$ cat config.mk
export PLATFORM = sky130hd
export DESIGN_NAME = regcmd_decoder
export DESIGN_NICKNAME = d
export VERILOG_FILES = /design/src/rtl/regcmd_pkg.sv /design/src/rtl/regcmd_classify.sv /design/src/rtl/regcmd_burst.sv /design/src/rtl/regcmd_decoder.sv
export SDC_FILE = /design/constraint.sdc
export NUM_CORES = 1
export LEC_CHECK = 0
export BUFFER_PORTS_ARGS = -buffer_cell sky130_fd_sc_hd__clkbuf_2
export CORE_UTILIZATION = 50
export DETAILED_ROUTE_END_ITERATION = 10
export PLACE_DENSITY = 0.75
export SLEW_MARGIN = 20
export SYNTH_ARGS = -nofsm -noshare
export SYNTH_HDL_FRONTEND = slang
export SYNTH_SLANG_ARGS = --single-unit
$ cat constraint.sdc
create_clock -name clk -period 4.6 [get_ports clk]
set_input_delay 0.92 -clock clk [delete_from_list [all_inputs] [get_ports clk]]
set_output_delay 0.92 -clock clk [all_outputs]
set_load 0.01 [all_outputs]
$ cat src/rtl/regcmd_pkg.sv
`timescale 1ns/1ps
package regcmd_pkg;

    localparam int SID_W   = 4;
    localparam int CMD_W   = 8;
    localparam int DAT_W   = 8;
    localparam int FRM_W   = SID_W + CMD_W;
    localparam int ADR_W   = 2 * DAT_W;
    localparam int BC_W    = 4;
    localparam int CNT_W   = BC_W + 1;
    localparam int SHORT_W = 5;

    typedef enum logic [2:0] {
        K_NONE, K_WR, K_RD, K_W0, K_EWR, K_ERD, K_LWR, K_LRD
    } kind_e;

    typedef enum logic [2:0] {
        S_IDLE, S_AHI, S_ALO, S_WDATA, S_RBURST
    } st_e;

    typedef struct packed {
        kind_e              kind;
        logic [CNT_W-1:0]   cnt;
        logic [SHORT_W-1:0] sa;
    } cls_t;

    function automatic logic [CNT_W-1:0] bc_to_cnt(input logic [BC_W-1:0] bc);
        return {1'b0, bc} + CNT_W'(1);
    endfunction

    function automatic logic [ADR_W-1:0] short_addr(input logic [SHORT_W-1:0] sa);
        return {{(ADR_W-SHORT_W){1'b0}}, sa};
    endfunction

endpackage

$ cat src/rtl/regcmd_classify.sv
`timescale 1ns/1ps
module regcmd_classify
    import regcmd_pkg::*;
(
    input  logic [CMD_W-1:0] cmd,
    output cls_t             cls
);
    always_comb begin
        cls.kind = K_NONE;
        cls.cnt  = CNT_W'(1);
        cls.sa   = cmd[SHORT_W-1:0];
        casez (cmd)
            8'b1???_????: cls.kind = K_W0;
            8'b011?_????: cls.kind = K_RD;
            8'b010?_????: cls.kind = K_WR;
            8'b0011_1???: begin
                cls.kind = K_LRD;
                cls.cnt  = bc_to_cnt({1'b0, cmd[2:0]});
            end
            8'b0011_0???: begin
                cls.kind = K_LWR;
                cls.cnt  = bc_to_cnt({1'b0, cmd[2:0]});
            end
            8'b0010_????: begin
                cls.kind = K_ERD;
                cls.cnt  = bc_to_cnt(cmd[BC_W-1:0]);
            end
            8'b0000_????: begin
                cls.kind = K_EWR;
                cls.cnt  = bc_to_cnt(cmd[BC_W-1:0]);
            end
            default: cls.kind = K_NONE;
        endcase
    end
endmodule

$ cat src/rtl/regcmd_burst.sv
`timescale 1ns/1ps
module regcmd_burst #(
    parameter int AW = 16,
    parameter int CW = 5
) (
    input  logic          clk,
    input  logic          rst,
    input  logic          ld_cnt,
    input  logic [CW-1:0] cnt_in,
    input  logic          ld_addr,
    input  logic [AW-1:0] addr_in,
    input  logic          step,
    output logic [AW-1:0] cur_addr,
    output logic          last
);
    logic [CW-1:0] cnt_left;

    always_ff @(posedge clk) begin
        if (rst) begin
            cnt_left <= '0;
            cur_addr <= '0;
        end else begin
            if (ld_cnt)  cnt_left <= cnt_in;
            if (ld_addr) cur_addr <= addr_in;
            if (step) begin
                cnt_left <= cnt_left - CW'(1);
                cur_addr <= cur_addr + AW'(1);
            end
        end
    end

    assign last = (cnt_left == CW'(1));
endmodule

$ cat src/rtl/regcmd_decoder.sv
`timescale 1ns/1ps
module regcmd_decoder
    import regcmd_pkg::*;
(
    input  logic             clk,
    input  logic             rst,
    input  logic             frm_vld,
    input  logic [FRM_W-1:0] frm_word,
    input  logic [SID_W-1:0] slv_id,
    output logic [ADR_W-1:0] reg_addr,
    output logic [DAT_W-1:0] reg_wdata,
    output logic             reg_we,
    output logic             reg_re
);
    st_e              st, st_n;
    cls_t             cls;
    logic [DAT_W-1:0] hi, hi_n, byte_in;
    logic             is_wr, wr_n;
    logic             we_n, re_n;
    logic [ADR_W-1:0] addr_n;
    logic [DAT_W-1:0] wd_n;
    logic             accept;

    logic             ld_cnt, ld_addr, step, last;
    logic [CNT_W-1:0] cnt_in;
    logic [ADR_W-1:0] addr_in, cur_addr;

    assign byte_in = frm_word[DAT_W-1:0];
    assign accept  = frm_vld && (frm_word[FRM_W-1:CMD_W] == slv_id);

    regcmd_classify u_cls (
        .cmd (frm_word[CMD_W-1:0]),
        .cls (cls)
    );

    regcmd_burst #(.AW(ADR_W), .CW(CNT_W)) u_burst (
        .clk      (clk),
        .rst      (rst),
        .ld_cnt   (ld_cnt),
        .cnt_in   (cnt_in),
        .ld_addr  (ld_addr),
        .addr_in  (addr_in),
        .step     (step),
        .cur_addr (cur_addr),
        .last     (last)
    );

    always_comb begin
        st_n    = st;
        hi_n    = hi;
        wr_n    = is_wr;
        we_n    = 1'b0;
        re_n    = 1'b0;
        addr_n  = reg_addr;
        wd_n    = reg_wdata;
        ld_cnt  = 1'b0;
        cnt_in  = cls.cnt;
        ld_addr = 1'b0;
        addr_in = {hi, byte_in};
        step    = 1'b0;
        unique case (st)
            S_IDLE: if (accept) begin
                unique case (cls.kind)
                    K_WR: begin
                        ld_cnt  = 1'b1;
                        ld_addr = 1'b1;
                        addr_in = short_addr(cls.sa);
                        wr_n    = 1'b1;
                        st_n    = S_WDATA;
                    end
                    K_RD: begin
                        re_n   = 1'b1;
                        addr_n = short_addr(cls.sa);
                    end
                    K_W0: begin
                        we_n   = 1'b1;
                        addr_n = '0;
                        wd_n   = {1'b0, byte_in[DAT_W-2:0]};
                    end
                    K_EWR, K_ERD: begin
                        ld_cnt = 1'b1;
                        hi_n   = '0;
                        wr_n   = (cls.kind == K_EWR);
                        st_n   = S_ALO;
                    end
                    K_LWR, K_LRD: begin
                        ld_cnt = 1'b1;
                        wr_n   = (cls.kind == K_LWR);
                        st_n   = S_AHI;
                    end
                    default: ;
                endcase
            end
            S_AHI: if (frm_vld) begin
                hi_n = byte_in;
                st_n = S_ALO;
            end
            S_ALO: if (frm_vld) begin
                ld_addr = 1'b1;
                st_n    = is_wr ? S_WDATA : S_RBURST;
            end
            S_WDATA: if (frm_vld) begin
                we_n   = 1'b1;
                addr_n = cur_addr;
                wd_n   = byte_in;
                step   = 1'b1;
                if (last) st_n = S_IDLE;
            end
            S_RBURST: begin
                re_n   = 1'b1;
                addr_n = cur_addr;
                step   = 1'b1;
                if (last) st_n = S_IDLE;
            end
            default: st_n = S_IDLE;
        endcase
    end

    always_ff @(posedge clk) begin
        if (rst) begin
            st        <= S_IDLE;
            hi        <= '0;
            is_wr     <= 1'b0;
            reg_we    <= 1'b0;
            reg_re    <= 1'b0;
            reg_addr  <= '0;
            reg_wdata <= '0;
        end else begin
            st        <= st_n;
            hi        <= hi_n;
            is_wr     <= wr_n;
            reg_we    <= we_n;
            reg_re    <= re_n;
            reg_addr  <= addr_n;
            reg_wdata <= wd_n;
        end
    end
endmodule

==> summary by stage, run 1 <==
Pwr
The fraction of power consumed by sequential logic is about two fifths. Dividing total power by cell area gives a power density of roughly 450 mW/mm^2. The part of the total power dissipated in the clock network is between 20% and 30%. Of the total power, the share spent switching nets is 38.5%. The combinational group share of total power is between 30% and 40%. The analysis attributes to net switching a power of 0.639 mW. The leakage power summed over all cells is 1.39 nW. The internal power of the cells totals 1.02 mW. The worst voltage drop across the vdd grid is roughly 230 uV.

Global routing
The number of global-route vias before repair came to 2726. The first global-routing pass estimated about 14000 microns of wire. The number of antenna violations at the first check in global routing is 0. The maximum number of pins on one net before global-route repair is 48. In the global route stage, overall resource usage came out at between 20% and 30%. The total global routing overflow is 0.

Logic synthesis
The proportion of synthesized chip area in sequential cells is 36.1%. Synthesis inferred 59 register bits. The area fraction in compound gates after synthesis is about a quarter. The average instance in the mapped netlist occupies 8.10 sq um. By area, the combinational part of the netlist is dominated by simple AND/OR/NAND/NOR gates. Synthesis produced 404 cells.

The dominant cell by count in the synthesized netlist is sky130_fd_sc_hd__dfxtp_1. The proportion of synthesized area in mux cells is 5.24%. The share of the synthesized area in the top cell type is ~36%. The count of cell types in the netlist is 58.

The number of enable flip-flop cells after synthesis is 0. By count the netlist is led by sky130_fd_sc_hd__dfxtp_1, sky130_fd_sc_hd__nand2_1, sky130_fd_sc_hd__a21oi_1, sky130_fd_sc_hd__nor2_1, sky130_fd_sc_hd__o21ai_0. Summing the areas of all and, or, nand and nor instances in the mapped netlist gives about a quarter of the synthesized area. When the netlist entered floorplanning its net count stood at 427. Summing the areas of all xor and xnor instances in the mapped netlist gives under 10% of the synthesized area. sky130_fd_sc_hd__dfxtp_1 takes more of the synthesized area than any other cell.

The share of synthesized flip-flops with an asynchronous set or reset is 0%. The synthesized netlist occupies a cell area of 0.00327 sq mm. Sorting the synthesized cells by area gives the leading types as sky130_fd_sc_hd__dfxtp_1, sky130_fd_sc_hd__nand2_1, sky130_fd_sc_hd__mux2i_1. The post-synthesis share of cell area spent on full adders, half adders and majority gates is under 10%.

The number of warnings printed during yosys synthesis is 0. The main flop type after synthesis is sky130_fd_sc_hd__dfxtp_1.

Final layout
The final-layout fill cell count is 568. The signed area change from the synthesized netlist to the final layout is 11.7%. Cells fill 57.5% of the core in the end. The sequential cells in the finished layout cover a total of between 0.001 and 0.0015 sq mm. The ratio of cells with drive above 1 in the final layout is 17.3%. The count of nets after finishing is roughly 450. The number of diodes added for antenna fixing is 0. Summing all multi-input logic gate instances after layout gives 0.00190 sq mm.

Critical path
In this design, the stage delay of the slowest critical-path cell is 750 ps. The peak fanout along the critical path is 47. In this design, the largest share of critical-path delay is due to buffers and inverters. The critical path capture point type is a flip-flop.

STA classifies the critical path startpoint as a primary input. The number of buffer and inverter instances along the worst setup path is 2. By startpoint and endpoint, the worst setup path is classified as primary input to flip-flop. At the worst endpoint, the arrival time is 2970 ps. The cell with the biggest individual delay on the critical path is sky130_fd_sc_hd__clkbuf_2. At the worst endpoint, the required time is between 4000 and 5000 ps. The signal on the critical path passes through clkbuf_2 -> clkinv_1 -> nand2_1 -> or3_1 -> o211ai_1.

Timing
Clock skew on the completed layout was measured at 9.93 ps. For the pin with the worst max-slew slack, the measured transition is 1060 ps. Headroom to the max-slew limit came out at 29.5%. The final count of hold timing violations is 0. For the finished layout, the period the worst path requires is roughly 2700 ps. For this run, the top clock speed supported by timing is about 0.36 GHz.

Of the available clock period, the critical path in the final layout requires between 50% and 60%. Setup repair after global routing left no endpoint under its margin. Setup violations remaining at the end of the flow were counted as 0.

The final sum of negative setup slack is 0 ps. Across all hold checks on the routed design, the worst slack comes to 466 ps. The max-slew violation total from the final report was 0.

Die
Row generation in the floorplan step produced 29 rows. The overall die width is about 83 microns. The number of ports placed on the die boundary is 45. The initial core utilization is 51.5%. In this run the vertical extent of the chip is 82.9 microns. The total core area is 0.00635 sq mm. The overall die area is about 0.0069 sq mm.

Drt
The remaining design rule violation count is 0. The first routing iteration left 313 violations. The detailed router placed 3200 vias in this run. The average via count per standard cell is 6.26. The detailed-route wire length is 8660 microns. The first TritonRoute pass finished after 5 iterations. The number of nets still failing antenna checks after routing is 0. Dividing the detail-routed wire length by the instance count gives around 17 microns.

Placement
The final RePlAce weighted congestion is 0.901. The half-perimeter wire length after detailed placement is 6060 microns. The number of buffers added on ports is 44.

Clock network
For this design, the sink count on the clock tree is 59. The clock tree synthesis step divided the H-tree into 3 levels. The number of gates resized after CTS is 0. The tree is rooted in a sky130_fd_sc_hd__clkbuf_8. In this run, CTS created clock tree buffers numbering 9. The latest clock arrival within the worst-skew pair is 340 ps.

The number of hold buffers added after CTS is 0. Once the clock tree was built, the setup fixing pass inserted 0 buffers. The maximum clock path buffer count is 2.

After clock tree synthesis, the clock-pin slew on the worst setup and hold paths is around 70 ps. The TritonCTS clock tree is done.

Worst hold path
The classification of the worst-slack hold path is flip-flop to flip-flop.

Flow run
The max-capacitance violation count is 0.

Status
The run finished with clean final reports.
## sequential cells by signal, summed over array words and instances, names as in the netlist
| register | flops |
|---|---|
| u_burst.cnt_left | 5 |
| is_wr | 1 |
| reg_re | 1 |
| hi | 8 |
| reg_we | 1 |
| u_burst.cur_addr | 16 |
| reg_wdata | 8 |
| st | 3 |
| reg_addr | 16 |
## cell families (layout without fill, tap and decap cells)
| group | Yosys count | in the layout |
|---|---|---|
| adders and majority gates | 4 | 4 |
| buffers and inverters | 44 | 74 |
| xor gates and xnor gates | 13 | 13 |
| muxes | 17 | 17 |
| DFF | 59 | 59 |
| and+or+nand+nor | 154 | 154 |
| AOI/OAI and AO/OA | 113 | 113 |
## path summary, 6_finish.rpt
kind	startpoint	endpoint	slack, ps	cells past startpoint
worst max-delay path	rst	u_burst.cur_addr[15]	1860	5
worst min-delay path	hi[7]	hi[7]	470	2
worst max register to register	st[2]	u_burst.cur_addr[9]	2000	5
worst min register to register	hi[7]	hi[7]	470	2
## routing by layer
metal | share of wire [%] | up-vias | wire length (microns) | global-route usage (%)
met5 | 0 | - | 0 | 0
met4 | 1.8 | 0 | 154 | 10.2
met3 | 8.4 | 15 | 728 | 4.47
met2 | 46 | 159 | 3950 | 38.2
met1 | 44 | 1489 | 3830 | 35.6
li1 | - | 1537 | - | -
## power by group through the flow
stage	Combinational [mW]	Sequential [mW]	Clock, mW
4_1_cts	0.532	0.649	0.470
3_5_place_dp	0.527	0.660	0
2_1_floorplan	0.440	0.623	0
5_1_grt	0.590	0.663	0.498
3_3_place_gp	0.514	0.657	0
6_report	0.540	0.653	0.465
## placed cells by master (no fill, tap or decap), types with 4 or more instances in the layout
| cell | instances |
|---|---|
| sky130_fd_sc_hd__xnor2_1 | 5 |
| sky130_fd_sc_hd__and3_1 | 5 |
| sky130_fd_sc_hd__nand2_1 | 45 |
| sky130_fd_sc_hd__a31oi_1 | 9 |
| sky130_fd_sc_hd__clkbuf_8 | 10 |
| sky130_fd_sc_hd__xor2_1 | 8 |
| sky130_fd_sc_hd__nor3_1 | 15 |
| sky130_fd_sc_hd__ha_1 | 4 |
| sky130_fd_sc_hd__mux2i_1 | 16 |
| sky130_fd_sc_hd__nand3_1 | 18 |
| sky130_fd_sc_hd__o21ai_0 | 21 |
| sky130_fd_sc_hd__a211oi_1 | 4 |
| sky130_fd_sc_hd__a2111oi_0 | 5 |
| sky130_fd_sc_hd__nand4_1 | 12 |
| sky130_fd_sc_hd__nor3b_1 | 5 |
| sky130_fd_sc_hd__a21oi_1 | 30 |
| sky130_fd_sc_hd__nor2_1 | 30 |
| sky130_fd_sc_hd__dfxtp_1 | 59 |
| sky130_fd_sc_hd__nor4_1 | 4 |
| sky130_fd_sc_hd__a21o_1 | 6 |
| sky130_fd_sc_hd__nand2b_1 | 4 |
| sky130_fd_sc_hd__clkbuf_2 | 44 |
| sky130_fd_sc_hd__inv_1 | 12 |
| sky130_fd_sc_hd__a221oi_1 | 4 |
| sky130_fd_sc_hd__or3_1 | 4 |
| sky130_fd_sc_hd__a22oi_1 | 5 |
## through the flow
| stage | worst slack [ps] | cells | power [mW] | area, sq um |
|---|---|---|---|---|
| 2_1_floorplan | 2100 | 404 | 1.06 | 3270 |
| 3_3_place_gp | 1620 | 496 | 1.17 | 3460 |
| 3_5_place_dp | 1520 | 496 | 1.19 | 3460 |
| 4_1_cts | 1910 | 511 | 1.65 | 3650 |
| 5_1_grt | 1660 | 511 | 1.75 | 3650 |
| 6_report | 1860 | 511 | 1.66 | 3650 |
## worst register-to-register path, stage by stage (launching register included)
cell                      delay [ps]
sky130_fd_sc_hd__dfxtp_1         710
sky130_fd_sc_hd__and4b_1         300
sky130_fd_sc_hd__a21o_1          480
sky130_fd_sc_hd__a31oi_1         680
sky130_fd_sc_hd__nand3_1         170
sky130_fd_sc_hd__a21oi_1         170
## layout make-up
cell class,instances,share of cell area [%]
clock buffer,10,3.77
clock inverter,5,1.47
inverter,13,1.34
multi-input combinational,301,52.0
sequential,59,32.3
tap,77,2.64
timing repair buffer,46,6.44
No activity file was read; power rests on OpenSTA's default activity.
==> inputs of run 2 (changes only) <==
--- a/config.mk
+++ b/config.mk
@@ -8,7 +8,7 @@
 export BUFFER_PORTS_ARGS = -buffer_cell sky130_fd_sc_hd__clkbuf_2
 export CORE_UTILIZATION = 50
 export DETAILED_ROUTE_END_ITERATION = 10
-export PLACE_DENSITY = 0.75
+export PLACE_DENSITY = 0.78
 export SLEW_MARGIN = 20
 export SYNTH_ARGS = -nofsm -noshare
 export SYNTH_HDL_FRONTEND = slang
==> constraint.sdc (replaced) <==
create_clock -name clk -period 2.4 [get_ports clk]
set_input_delay 0.48 -clock clk [delete_from_list [all_inputs] [get_ports clk]]
set_output_delay 0.48 -clock clk [all_outputs]
set_load 0.01 [all_outputs]
==> run 2 against run 1 <==
Register-to-register slack worse by 1700 ps. Routed wire length up 4.5%. Design area up 3.6%. Combinational power up 110%. Sequential power up 87%. Die area unchanged. Critical path depth unchanged. Non-clock buffer count up 13.
==> summary by stage, run 2 (synthesis results as in run 1) <==
Die
The total core area is 0.00635 sq mm (unchanged). The overall die width is 82.9 microns (unchanged). The overall die area is 0.00687 sq mm (unchanged). The initial core utilization is 51.5% (unchanged). The height of the die is 82.9 microns (unchanged). The cell row count is 29 (unchanged). The number of ports placed on the die boundary is 45 (unchanged).

Placement
The number of buffers added on ports is 44 (unchanged). The half-perimeter wire length after detailed placement came to 6260 microns (+3.4%). The final RePlAce weighted congestion is 0.916 (+1.6%).

Final layout
The count of nets after finishing is 466 (+2.9%). The signed area change from the synthesized netlist to the final layout is 15.8%. The final-layout fill cell count is 549 (-3.3%). The number of diodes added for antenna fixing is 0 (unchanged). The most common cell after layout, fill and taps aside is sky130_fd_sc_hd__dfxtp_1.

The ratio of cells with drive above 1 in the final layout came to 19.9% (+2.6 points). Leaving out fill and tap cells, the most frequent cells in the layout are sky130_fd_sc_hd__dfxtp_1, sky130_fd_sc_hd__nand2_1, sky130_fd_sc_hd__clkbuf_2. The final standard cell utilization of the core is 59.6% (+2.1 points). In the final layout, the registers with the most flip-flops are reg_addr: 16 flops, u_burst.cur_addr: 16 flops.

Drt
The number of iterations in the first detailed-routing pass is 6 (+1). The number of nets still failing antenna checks after routing was 0 (unchanged). The starting DRC count in detailed routing is 560 (+79%). The remaining design rule violation count came to 0 (unchanged). The average via count per standard cell is 6.46 (+3.1%). The per-cell routed wire length was 17.2 microns (+1.7%). The total via count in the routed design is 3390 (+5.9%). The detailed-route wire length is 9050 microns (+4.5%).

Status
The run finished with clean final reports.

Clock network
The TritonCTS clock tree is done. The number of gates resized after CTS is 0 (unchanged). The root buffer cell chosen for the clock tree is sky130_fd_sc_hd__clkbuf_8. The number of clock sinks is 59 (unchanged). The number of hold buffers added after CTS was 0 (unchanged). The maximum clock path buffer count is 2 (unchanged). The post-CTS setup buffer count is 0 (unchanged).

The register clock-pin slew on the reported worst setup and hold paths is 70 ps (about the same). The TritonCTS buffer count is 9 (unchanged). The latest clock arrival within the worst-skew pair was 340 ps (about the same). The H-tree level count was 3 (unchanged).

Global routing
The maximum number of pins on one net before global-route repair is 24 (-50%). The number of global-route vias before repair is 2998 (+10%). The global-route usage over all layers was 27.1% (+1.8 points).

The number of antenna violations at the first check in global routing is 0 (unchanged). The total global routing overflow was 0 (unchanged). The wire length of the first global-routing pass is 15000 microns (+6.7%).

Timing
The final sum of negative setup slack is 0 ps (unchanged). The minimum clock period is between 2000 and 2500 ps. The final critical-path share of the clock period is 89.1%. The final count of negative-setup-slack endpoints came to 0 (unchanged). The max-slew violation total from the final report was 0 (unchanged). Timing would allow up to ~0.47 GHz. Setup repair after global routing left no endpoint under its margin.

The relative slew slack came to 46.3% (+17 points). The clock skew is 5.29 ps (-4.64 ps). The final count of hold timing violations is 0 (unchanged). The slew of the pin with the lowest slew margin is 799 ps (-258 ps).

Critical path
The cell with the biggest individual delay on the critical path is sky130_fd_sc_hd__or3_4. The arrival time at the worst endpoint is 2360 ps (-610 ps). Traced cell by cell, the critical path runs through or3_4 -> nor4b_4 -> a31oi_1 -> a221oi_1 -> a211oi_1. The path depth of the worst reg2reg path is 5 (unchanged). The data required time at the worst endpoint is 2620 ps (-2200 ps). The kind of cell with the highest combined delay along the critical path is simple AND/OR/NAND/NOR gates.

The setup path with the least slack is of type flip-flop to flip-flop. The critical path capture point type is a flip-flop. The slack of the worst reg-to-reg path is 260 ps (-1740 ps).

The stage delay of the slowest cell on the critical path is 480 ps (-270 ps). The number of buffer and inverter instances along the worst setup path is 0 (-2). The peak fanout along the critical path came to 12 (-74%). In this run the critical register-to-register path is captured at u_burst.cur_addr[5]. The worst reg2reg path startpoint is st[2].

The category of the worst setup path launch point is a flip-flop.

Worst hold path
The tightest min-delay check is of the flip-flop to flip-flop type. The worst hold path terminates at hi[6]. The startpoint identified for the worst hold timing path is hi[6]. The instance count along the most critical hold path is 2 (unchanged).

Pwr
The leakage power summed over all cells came to 1.46 nW (+5.1%). The power density over the cells came to 898 mW/mm^2 (+98%). The worst voltage drop across the vdd grid is 404 uV (+73%).

Flow run
The max-capacitance violation count came to 0 (unchanged).
run 2: changes by cell type in the layout (fill, tap and decap cells not counted), sizes merged:
cell	previous run	this run
clkinvlp	0	2
buf	2	15
bufinv	1	2
clkinv	5	3
run 2: how the worst max path moves through the flow:
stage	from	endpoint	slack, ps	cells past startpoint
after floorplan	frm_word[6]	u_burst.cnt_left[2]	340	7
after global placement	slv_id[2]	reg_addr[3]	260	6
after detailed placement	slv_id[2]	reg_addr[3]	210	6
after CTS	st[2]	u_burst.cur_addr[5]	320	5
after global routing	st[2]	u_burst.cur_addr[5]	70	5
final	st[2]	u_burst.cur_addr[5]	260	5
run 2: area by class of cell:
| class | instances | area, sq um | area share (%) |
|---|---|---|---|
| tap | 77 | 96.3 | 2.54 |
| clock buffer | 10 | 138 | 3.64 |
| inverter | 13 | 48.8 | 1.29 |
| clock inverter | 6 | 88.8 | 2.35 |
| sequential | 59 | 1180 | 31.2 |
| multi-input combinational | 301 | 1900 | 50.2 |
| timing repair buffer | 59 | 333 | 8.79 |
run 2: metrics by stage:
step,total power [mW],cells,setup WS (ps),hold WS [ps],cell area (sq um)
2_1_floorplan,2.04,404,343,438,3270
6_report,3.40,525,261,470,3790
4_1_cts,3.37,525,318,464,3790
3_5_place_dp,2.34,509,211,466,3560
5_1_grt,3.58,525,74.9,462,3790
3_3_place_gp,2.31,509,264,445,3560
run 2: tightest hold or removal path: cells and delay by family (launching register included):
family,cells,cell delay (ps)
flip-flops,1,310
multiplexers,1,60
AND/OR/NAND/NOR,1,50
run 2: power breakdown:
part / switching [mW] / internal, mW
Sequential: 0.139 / 1.08
Combinational: 0.721 / 0.423
Clock: 0.418 / 0.612
run 2: routing by layer:
layer	track usage [%]	vias up	routed length (microns)
met4	10.5	0	217
met3	6.86	24	824
met1	36.0	1602	3840
met2	42.2	197	4170
li1	-	1567	-
met5	0	-	0
==> inputs of run 3 (changes only) <==
==> constraint.sdc (replaced) <==
create_clock -name clk -period 2.4 [get_ports clk]
set_input_delay 0.72 -clock clk [delete_from_list [all_inputs] [get_ports clk]]
set_output_delay 0.72 -clock clk [all_outputs]
set_load 0.01 [all_outputs]
==> run 3 against run 2 <==
Combinational power is essentially flat. Sequential power is essentially flat. Register-to-register slack lost 40 ps. First-iteration DRC count shrank 36%. Die area is the same. Utilization grew 0.91 points. Count of clock-buffer cells in the layout grew 1. Setup slack lost 41 ps. Critical endpoint is now reg_addr[0]. Largest power group unchanged. Highest routed layer unchanged.
==> summary by stage, run 3 (synthesis results as in run 1) <==
Final layout
The count of nets after finishing is 478 (+2.6%). The area growth from synthesis to layout is 17.5%. The ratio of cells with drive above 1 in the final layout is 21.7% (+1.9 points). Leaving out fill and tap cells, the most frequent cells in the layout are sky130_fd_sc_hd__dfxtp_1, sky130_fd_sc_hd__nand2_1, sky130_fd_sc_hd__clkbuf_2.

The largest registers in the layout are reg_addr: 16 flops, u_burst.cur_addr: 16 flops. The final cell area excluding filler cells is 0.00384 sq mm (+1.5%). The most common cell after layout, fill and taps aside is sky130_fd_sc_hd__dfxtp_1. The number of diodes added for antenna fixing is 0 (unchanged).

Die
The total core area came to 0.00635 sq mm (unchanged). The initial core utilization was 51.5% (unchanged). The number of ports placed on the die boundary is 45 (unchanged). The cell row count is 29 (unchanged). The overall die area is 0.00687 sq mm (unchanged). The height of the die was 82.9 microns (unchanged). The overall die width is 82.9 microns (unchanged).

Critical path
For this design, the slowest cell found on the critical path is sky130_fd_sc_hd__o21ai_1. The peak fanout along the critical path is 14 (+2). The category of the worst setup path launch point is a flip-flop.

The arrival time at the worst endpoint is 2450 ps (+90 ps). The stage delay of the slowest cell on the critical path is 690 ps (+210 ps). The worst setup path is captured at a flip-flop.

The data required time at the worst endpoint is 2670 ps (+50 ps). The critical path class is flip-flop to flip-flop. Traced cell by cell, the critical path runs through nor2_1 -> o221ai_1 -> o21ai_1 -> a21oi_1 -> nor3_1.

Global routing
The number of global-route vias before repair is 3114 (+3.9%). The wire length of the first global-routing pass is 15100 microns (+0.55%). The total global routing overflow came to 0 (unchanged). The maximum number of pins on one net before global-route repair is 26 (+8.3%). The number of antenna violations at the first check in global routing is 0 (unchanged).

The global-route usage over all layers is 27.1% (about the same).

Clock network
The number of gates resized after CTS is 0 (unchanged). The maximum clock path buffer count came to 2 (unchanged). TritonCTS built the clock tree. The number of hold buffers added after CTS is 0 (unchanged). The H-tree level count is 3 (unchanged). The TritonCTS buffer count was 9 (unchanged). The register clock-pin slew on the reported worst setup and hold paths is 60 ps (about the same). The post-CTS setup buffer count came to 0 (unchanged). The number of clock sinks is 59 (unchanged). The latest clock arrival within the worst-skew pair is 350 ps (about the same).

The tree is rooted in a sky130_fd_sc_hd__clkbuf_8.

Drt
The number of nets still failing antenna checks after routing is 0 (unchanged). The remaining design rule violation count is 0 (unchanged). The starting DRC count in detailed routing is 358 (-36%). The number of iterations in the first detailed-routing pass is 5 (-1). The per-cell routed wire length was 17.0 microns (-1.1%). The average via count per standard cell was 6.32 (-2.2%). The detailed-route wire length is 9150 microns (+1.1%). The total via count in the routed design is 3392 (+0.059%).

Timing
The final critical-path share of the clock period is 90.8% (+1.7 points). The relative slew slack is 45.1% (-1.2 points). The fmax is 0.459 GHz (-1.9%).

Setup repair after global routing left no endpoint under its margin. The minimum clock period is 2180 ps (+41.1 ps). The slew of the pin with the lowest slew margin is 818 ps (+18.8 ps). The final sum of negative setup slack came to 0 ps (unchanged).

The hold slack is 472 ps (+2.35 ps). The clock skew came to 6.33 ps (+1.03 ps). The final count of hold timing violations is 0 (unchanged).

The max-slew violation total from the final report is 0 (unchanged). The final count of negative-setup-slack endpoints is 0 (unchanged).

Pwr
The leakage power summed over all cells is 1.51 nW (+3.3%). The worst voltage drop across the vdd grid is 549 uV (+36%). The power density over the cells was 860 mW/mm^2 (-4.1%).

Placement
The area of placed instances came to 0.00365 sq mm (+2.5%). The half-perimeter wire length after detailed placement was 6640 microns (+6.1%). The final RePlAce weighted congestion is 0.923 (+0.81%). The number of buffers added on ports is 44 (unchanged).

Status
The flow ran to the end, and the final reports show no timing, DRC or antenna violations.

Worst hold path
The classification of the worst-slack hold path is flip-flop to flip-flop.

Flow run
The max-capacitance violation count is 0 (unchanged).
## run 3: cell count changes in the layout (fill, tap and decap cells not counted), sizes merged
| cell | previous run | this run |
|---|---|---|
| clkinvlp | 2 | 1 |
| buf | 15 | 27 |
| clkinv | 3 | 4 |
| clkbuf | 54 | 55 |
| bufinv | 2 | 1 |
## run 3: worst max-delay path: cells and delay by family, from the launching register on
kind,cells,cell delay [ps]
simple gates,2,570
compound gates,3,1090
flops,1,450
## run 3: where the power goes
part	total [mW]	internal (mW)	switching, mW
Clock	0.901	0.502	0.399
Combinational	1.17	0.449	0.725
Sequential	1.23	1.08	0.147
Total	3.31	2.04	1.27
## run 3: final timing paths
kind          from          end  slack [ps]  depth (start not counted)
min          hi[6]        hi[6]         470                          2
max          st[1]  reg_addr[0]         220                          5
max reg2reg  st[1]  reg_addr[0]         220                          5
min reg2reg  hi[6]        hi[6]         470                          2
## run 3: per-layer routing
| layer | wire length [microns] | GRT usage [%] | up-vias |
|---|---|---|---|
| li1 | - | - | 1588 |
| met1 | 3850 | 35.4 | 1594 |
| met2 | 4260 | 42.6 | 174 |
| met3 | 758 | 4.97 | 36 |
| met4 | 288 | 14.4 | 0 |
| met5 | 0 | 0 | - |
## run 3: metrics by stage
step | setup slack, ps | std cells | total power, mW | utilization, %
after floorplan | 103 | 404 | 2.04 | -
after global placement | 113 | 521 | 2.35 | 57.5
after detailed placement | 26.1 | 521 | 2.39 | 57.5
after CTS | 260 | 537 | 3.29 | 60.5
after global routing | 66.1 | 537 | 3.47 | 60.5
final | 220 | 537 | 3.31 | 60.5
## run 3: cell type report
cell class              count  area, sq um
repair buffers             71          423
clock inverters             5         52.6
well taps                  77         96.3
fillers                   538         2510
clock buffers              11          141
multi-input cells         301         1900
inverters                  13         48.8
flip-flops and latches     59         1180
